**src/rtl/rclk_gate_pkg.sv**
```systemverilog
package rclk_gate_pkg;
    typedef struct packed {
        logic core_en;
        logic dummy;
        logic periph_en;
    } gate_state_t;

    localparam gate_state_t GATE_IDLE = '{core_en: 1'b0, dummy: 1'b0, periph_en: 1'b0};
endpackage

```
**src/rtl/rclk_rand_src.sv**
```systemverilog
module rclk_rand_src #(
    parameter int              SEL_BITS = 2,
    parameter bit              USE_LFSR = 1'b0,
    parameter int              LFSR_W   = 16,
    parameter logic [LFSR_W-1:0] TAPS   = 16'hB400,
    parameter logic [LFSR_W-1:0] SEED   = 16'hACE1
) (
    input  logic                clk,
    input  logic                rst_n,
    input  logic [SEL_BITS-1:0] ext_bits,
    output logic [SEL_BITS-1:0] bits_o
);
    generate
        if (USE_LFSR) begin : g_lfsr
            logic [LFSR_W-1:0]   lfsr_d, lfsr_q;
            logic [SEL_BITS-1:0] out_d;

            always_comb begin
                logic [LFSR_W-1:0] s;
                s     = lfsr_q;
                out_d = '0;
                for (int i = 0; i < SEL_BITS; i++) begin
                    out_d[i] = s[0];
                    s        = s[0] ? ((s >> 1) ^ TAPS) : (s >> 1);
                end
                lfsr_d = s;
            end

            always_ff @(posedge clk or negedge rst_n) begin
                if (!rst_n) lfsr_q <= SEED;
                else        lfsr_q <= lfsr_d;
            end

            assign bits_o = out_d;
        end else begin : g_ext
            assign bits_o = ext_bits;
        end
    endgenerate
endmodule

```
**src/rtl/rclk_sat_cnt.sv**
```systemverilog
module rclk_sat_cnt #(
    parameter int CNT_W = 16
) (
    input  logic             clk,
    input  logic             rst_n,
    input  logic             inc,
    output logic [CNT_W-1:0] count_o
);
    localparam logic [CNT_W-1:0] CNT_MAX = {CNT_W{1'b1}};

    logic [CNT_W-1:0] cnt_d, cnt_q;

    always_comb begin
        cnt_d = cnt_q;
        if (inc && (cnt_q != CNT_MAX)) cnt_d = cnt_q + 1'b1;
    end

    always_ff @(posedge clk or negedge rst_n) begin
        if (!rst_n) cnt_q <= '0;
        else        cnt_q <= cnt_d;
    end

    assign count_o = cnt_q;
endmodule

```
**src/rtl/rclk_gate.sv**
```systemverilog
module rclk_gate
    import rclk_gate_pkg::*;
#(
    parameter int SEL_BITS = 2,
    parameter int CNT_W    = 16,
    parameter bit USE_LFSR = 1'b0
) (
    input  logic                clk,
    input  logic                rst_n,
    input  logic [SEL_BITS-1:0] rnd_bits,
    output logic                core_en,
    output logic                dummy_load,
    output logic                periph_en,
    output logic [CNT_W-1:0]    core_cycles
);
    logic [SEL_BITS-1:0] src_bits;
    gate_state_t         st_d, st_q;

    rclk_rand_src #(.SEL_BITS(SEL_BITS), .USE_LFSR(USE_LFSR)) i_src (
        .clk      (clk),
        .rst_n    (rst_n),
        .ext_bits (rnd_bits),
        .bits_o   (src_bits)
    );

    // Core steps only when every random bit is set: density 2^-SEL_BITS.
    always_comb begin
        st_d.core_en   = &src_bits;
        st_d.dummy     = ~(&src_bits);
        st_d.periph_en = 1'b1;
    end

    always_ff @(posedge clk or negedge rst_n) begin
        if (!rst_n) st_q <= GATE_IDLE;
        else        st_q <= st_d;
    end

    rclk_sat_cnt #(.CNT_W(CNT_W)) i_cnt (
        .clk     (clk),
        .rst_n   (rst_n),
        .inc     (st_q.core_en),
        .count_o (core_cycles)
    );

    assign core_en    = st_q.core_en;
    assign dummy_load = st_q.dummy;
    assign periph_en  = st_q.periph_en;
endmodule

```
**config.mk**
```make
export PLATFORM = sky130hd
export DESIGN_NAME = rclk_gate
export DESIGN_NICKNAME = d
export VERILOG_FILES = /design/src/rtl/rclk_gate_pkg.sv /design/src/rtl/rclk_rand_src.sv /design/src/rtl/rclk_sat_cnt.sv /design/src/rtl/rclk_gate.sv
export SDC_FILE = /design/constraint.sdc
export NUM_CORES = 1
export LEC_CHECK = 0
export BUFFER_PORTS_ARGS = -buffer_cell sky130_fd_sc_hd__buf_4
export CAP_MARGIN = 10
export CORE_AREA = 2 2 44 46
export CTS_CLUSTER_SIZE = 14
export DETAILED_ROUTE_END_ITERATION = 12
export DIE_AREA = 0 0 46 48
export PLACE_DENSITY_LB_ADDON = 0.05
export SLEW_MARGIN = 10
export SYNTH_ARGS = -nofsm -noshare
export SYNTH_HDL_FRONTEND = slang
export SYNTH_SLANG_ARGS = --single-unit
export TNS_END_PERCENT = 50
```
**constraint.sdc**
```tcl
create_clock -name clk -period 4.45 [get_ports clk]
set_clock_uncertainty 0.2 [all_clocks]
set_input_delay 0.6675 -clock clk [delete_from_list [all_inputs] [get_ports clk]]
set_output_delay 0.6675 -clock clk [all_outputs]
set_load 0.01 [all_outputs]
```
# ---- Word-level counts from Yosys, hierarchy flattened
# Index checks and enable logic that the tools add are counted.
# Widths: inputs -> output; s select.
dict set report op_classes {
  n_addsub 1
  n_eq_ne 1
  bitwise 1
  reduce_logical 2
}
# op n
set ops {}
lappend ops {{$add 16x1->16 const B} 1}
lappend ops {{$ne 16x16->1 const B} 1}
lappend ops {{$reduce_and 2->1} 1}
lappend ops {{$logic_and 1x1->1} 1}
lappend ops {{$not 1->1} 1}
dict set report word_totals {
  ff_bits 19
  input_bits 4
  output_inout_bits 19
}

# ---- Depth between registers and ports, before layout
dict set report depth {
  depth_word 2
  mapped_depth 5
  mapped_depth_nobuf 5
}

# ---- Modules after synthesis
# A second synthesis with hierarchy kept.
dict set report hier_totals {
  cells_unflattened 80
  area_unflattened_um2 963.4
}
# mod n_inst cells_each area_each_um2
set by_module_without_submodules {}
lappend by_module_without_submodules {rclk_sat_cnt 1 72 859.6}
lappend by_module_without_submodules {rclk_gate 1 6 88.8}
lappend by_module_without_submodules {rclk_rand_src 1 2 15.0}

# ---- Worst setup path after synthesis
# OpenSTA, ideal clock, no wires.
dict set report synth_path {
  path_type {register to register}
  start {reg i_cnt.cnt_q[0], in the netlist i_cnt.count_o[0]}
  end {reg i_cnt.cnt_q[1], in the netlist i_cnt.count_o[1]}
  setup_ns 0.128
  arrival_ns 1.393
  required_time_ns 4.122
  slack_ns 2.730
  path_stages_with_launch 6
  n_path_buf 0
  path_cell_list {dfrtp_1 > ha_1 > and3_2 > nand4_4 > nand2_1 > mux2_1}
}
dict set report synth_between {
  elab_chain_cells 2
}
# item line
set synth_lines {}
lappend synth_lines {{start: declaration} rclk_sat_cnt.sv:11} ;# logic [CNT_W-1:0] cnt_d, cnt_q;
lappend synth_lines {{start signal: assignment} rclk_sat_cnt.sv:20} ;# else cnt_q <= cnt_d;
lappend synth_lines {{parallel branches: the longest is 2 deep, another holds $add 16x1->16} --}
# Parallel ways; which one is timed is not known.
# A chain may end at the register's enable or synchronous reset.

# ---- Final worst setup path
dict set report layout_path {
  start {reg i_cnt.cnt_q[4], in the netlist i_cnt.count_o[4]}
  end {out core_cycles[4]}
}
# item line
set layout_lines {}
lappend layout_lines {{end: declaration} rclk_gate.sv:14} ;# output logic [CNT_W-1:0] core_cycles
# No word-level cell between the ends.

==> results.yml <==
route:
  wl_per_cell_um: 14.1
  via_per_inst: 5.57
  via_count: 657
  drt_iter0_markers: 9
  antenna_left: 0
  dr.pass1.iters: 4
  drc: 0
  routed_wl_mm: 1.67
layout:
  stdcell_count: 118
  drive_gt1_frac: 0.366
  antenna_cells: 0
  final_nets: 107
  area_delta_synth_final_pct: 23.8
  final_util: 0.656
synth:
  synth_commonest_cells: "dfrtp_1 (19), xor2_1 (7), nand2_1 (6), nand4_1 (5), xnor2_1 (5)"
  synth_area_leaders: "dfrtp_1 (53%), xor2_1 (6.9%), xnor2_1 (4.9%)"
  syn_inst: 75
  ys_ff_latch: 19
  synth_mux_area_frac: 0.0126
  synthAdderAreaFrac: 0.0140
  syn_avg_cell_area_um2: 11.9
  synth_edf_count: 0
  synth-compound-area-share: 0.0517
  synth_top_family_by_area: "simple AND/OR/NAND/NOR gates"
  yosysSeqAreaShare: 0.531
  ys.flop_type: "dfrtp_1"
  synth_top_cell_by_area: "dfrtp_1"
  synth_simple_gate_area_frac: 0.260
  yosysUniqueCellTypes: 24
  synth_nets: 80
  mappedNetlistArea_um2: 895
  yosysWarnings: 0
  synth_most_common_cell: "dfrtp_1"
  synthArstFlopShare: 1.00
  synth_xor_xnor_area_share: 0.117
  synth_top_cell_area_share: 0.531
setup_path:
  end_kind: "primary output"
  cp_data_required_time_ns: 3.58
  rrSetupSlack_ns: 2.68
  reg2reg_to: "i_cnt.count_o[1]$_DFFE_PN0P_"
  worstPathCellList: "buf_4"
  r2r-start: "i_cnt.count_o[0]$_DFFE_PN0P_"
  crit_family: "flip-flops"
  rr_worst_depth: 5
  cp_slowest_cell: "dfrtp_1"
  crit_path_max_fanout: 7
  crit_path_start_kind: "flip-flop"
  arrival_ns: 0.93
  crit_type: "flip-flop to primary output"
  cpPeakStageDelay_ns: 0.47
  path_buf_inv: 1
clocking:
  clock-sinks: 19
  post_cts_buffers: 0
  root_buffer: "clkbuf_4"
  tritoncts: "yes"
  hold_buffers: 0
  cts.repair.resized: 0
  worstSkewPairLatency_ns: 0.28
  ctsHtreeMaxLevel: 1
  clockBufferDepth: 2
  cts.clk_slew.worst_paths_ns: 0.10
  cts-buffers-inserted: 3
global_routing:
  antenna_found_initial: 0
  grt_pass1_wl_mm: 2.62
  grt_start_max_net_pins: 20
  overflow: 0
  grt_pass1_vias: 588
  grt.total_usage: 0.168
timing:
  period_share: 0.404
  max_freq_mhz: 556
  holdWs_ns: 0.0291
  setup_viol: 0
  setup_tns_ns: 0
  fin_ws_ns: 2.65
  period_minus_slack_ns: 1.80
  finalHoldViolCount: 0
  rsz0062_at_grt: "false"
  drv_slew: 0
floorplanning:
  io-pin-count: 23
  start_util: 0.530
  die_w_um: 46
  num_rows: 15
  dieArea_um2: 2210
  fp.dieH_um: 48
  fp.coreArea_um2: 1690
power:
  p_int_mw: 0.294
  swShare: 0.316
  switchingPower_mw: 0.136
  ir_worst_vdd_v: 0.000282
  pwr-share-seq: 0.557
  p_per_area_nw_per_um2: 388
  clockPowerShare: 0.197
  p_leak_nw: 0.549
  combinationalPowerShare: 0.246
place:
  io_buffers: 22
  gp_congestion: 0.762
  dp.cells: 114
  place_ws_ns: 2.69
  dp_hpwl_mm: 1.27
job:
  drv_cap: 0
hold_path:
  hp-class: "input pin to asynchronous set/reset pin"
run_status:
  outcome: "finished, final reports clean"
[layout make-up]
| cell class | count | area (um2) |
|---|---|---|
| multi-input combinational | 54 | 412 |
| clock buffer | 4 | 26.3 |
| fill | 151 | 582 |
| tap | 17 | 21.3 |
| timing repair buffer | 22 | 165 |
| inverter | 2 | 7.51 |
| sequential | 19 | 475 |
[worst max-delay path by stage]
stage / from / endpoint / depth (start not counted)
after CTS: i_cnt.count_o[3]$_DFFE_PN0P_ / core_cycles[3] / 1
after global placement: i_cnt.count_o[0]$_DFFE_PN0P_ / i_cnt.count_o[1]$_DFFE_PN0P_ / 5
after global routing: i_cnt.count_o[0]$_DFFE_PN0P_ / i_cnt.count_o[13]$_DFFE_PN0P_ / 5
after floorplan: i_cnt.count_o[0]$_DFFE_PN0P_ / i_cnt.count_o[1]$_DFFE_PN0P_ / 5
after detailed placement: i_cnt.count_o[0]$_DFFE_PN0P_ / i_cnt.count_o[1]$_DFFE_PN0P_ / 5
final: i_cnt.count_o[4]$_DFFE_PN0P_ / core_cycles[4] / 1
[layout by cell type (no fill, tap or decap), types with 3 or more instances in the layout]
cell      netlist  final
xnor2_1         5      5
buf_4           0     22
nand2_1         6      6
nand4_1         5      5
nor3_1          3      3
nand3_1         3      3
xor2_1          7      7
clkbuf_4        0      3
and4_2          3      3
dfrtp_1        19     19
nor2_1          4      4
[cell families (layout without fill, tap and decap cells)]
family | after synthesis | count (layout)
AO/OA/AOI/OAI | 6 | 6
XOR/XNOR | 12 | 12
adder cells (fa/ha/maj) | 1 | 1
buffers and inverters | 2 | 28
flip-flops | 19 | 19
multiplexers | 1 | 1
other | 1 | 1
AND/OR/NAND/NOR | 33 | 33
[sequential cells by signal, summed over array words and instances, names as in the netlist]
| signal | flops |
|---|---|
| i_cnt.count_o | 16 |
| core_en | 1 |
| dummy_load | 1 |
| periph_en | 1 |
[power by group through the flow]
stage / sequential (mW) / clock (mW) / combinational, mW
final: 0.239 / 0.0847 / 0.106
after global routing: 0.246 / 0.0930 / 0.114
after CTS: 0.239 / 0.0892 / 0.108
after detailed placement: 0.243 / 0 / 0.107
after global placement: 0.240 / 0 / 0.105
after floorplan: 0.248 / 0 / 0.0410
[through the flow]
stage                     total power, mW  instance area [um2]
after floorplan                     0.289                  895
after global placement              0.346                 1080
after detailed placement            0.350                 1080
after CTS                           0.436                 1110
after global routing                0.453                 1110
final                               0.430                 1110
[metal layers]
metal	track usage	wire [um]	vias to the layer above
met2	0.256	814	13
li1	-	-	319
met4	0.0857	13	0
met1	0.234	770	323
met3	0.0226	69	2
met5	0	0	-
(Power assumes the default switching activity.)
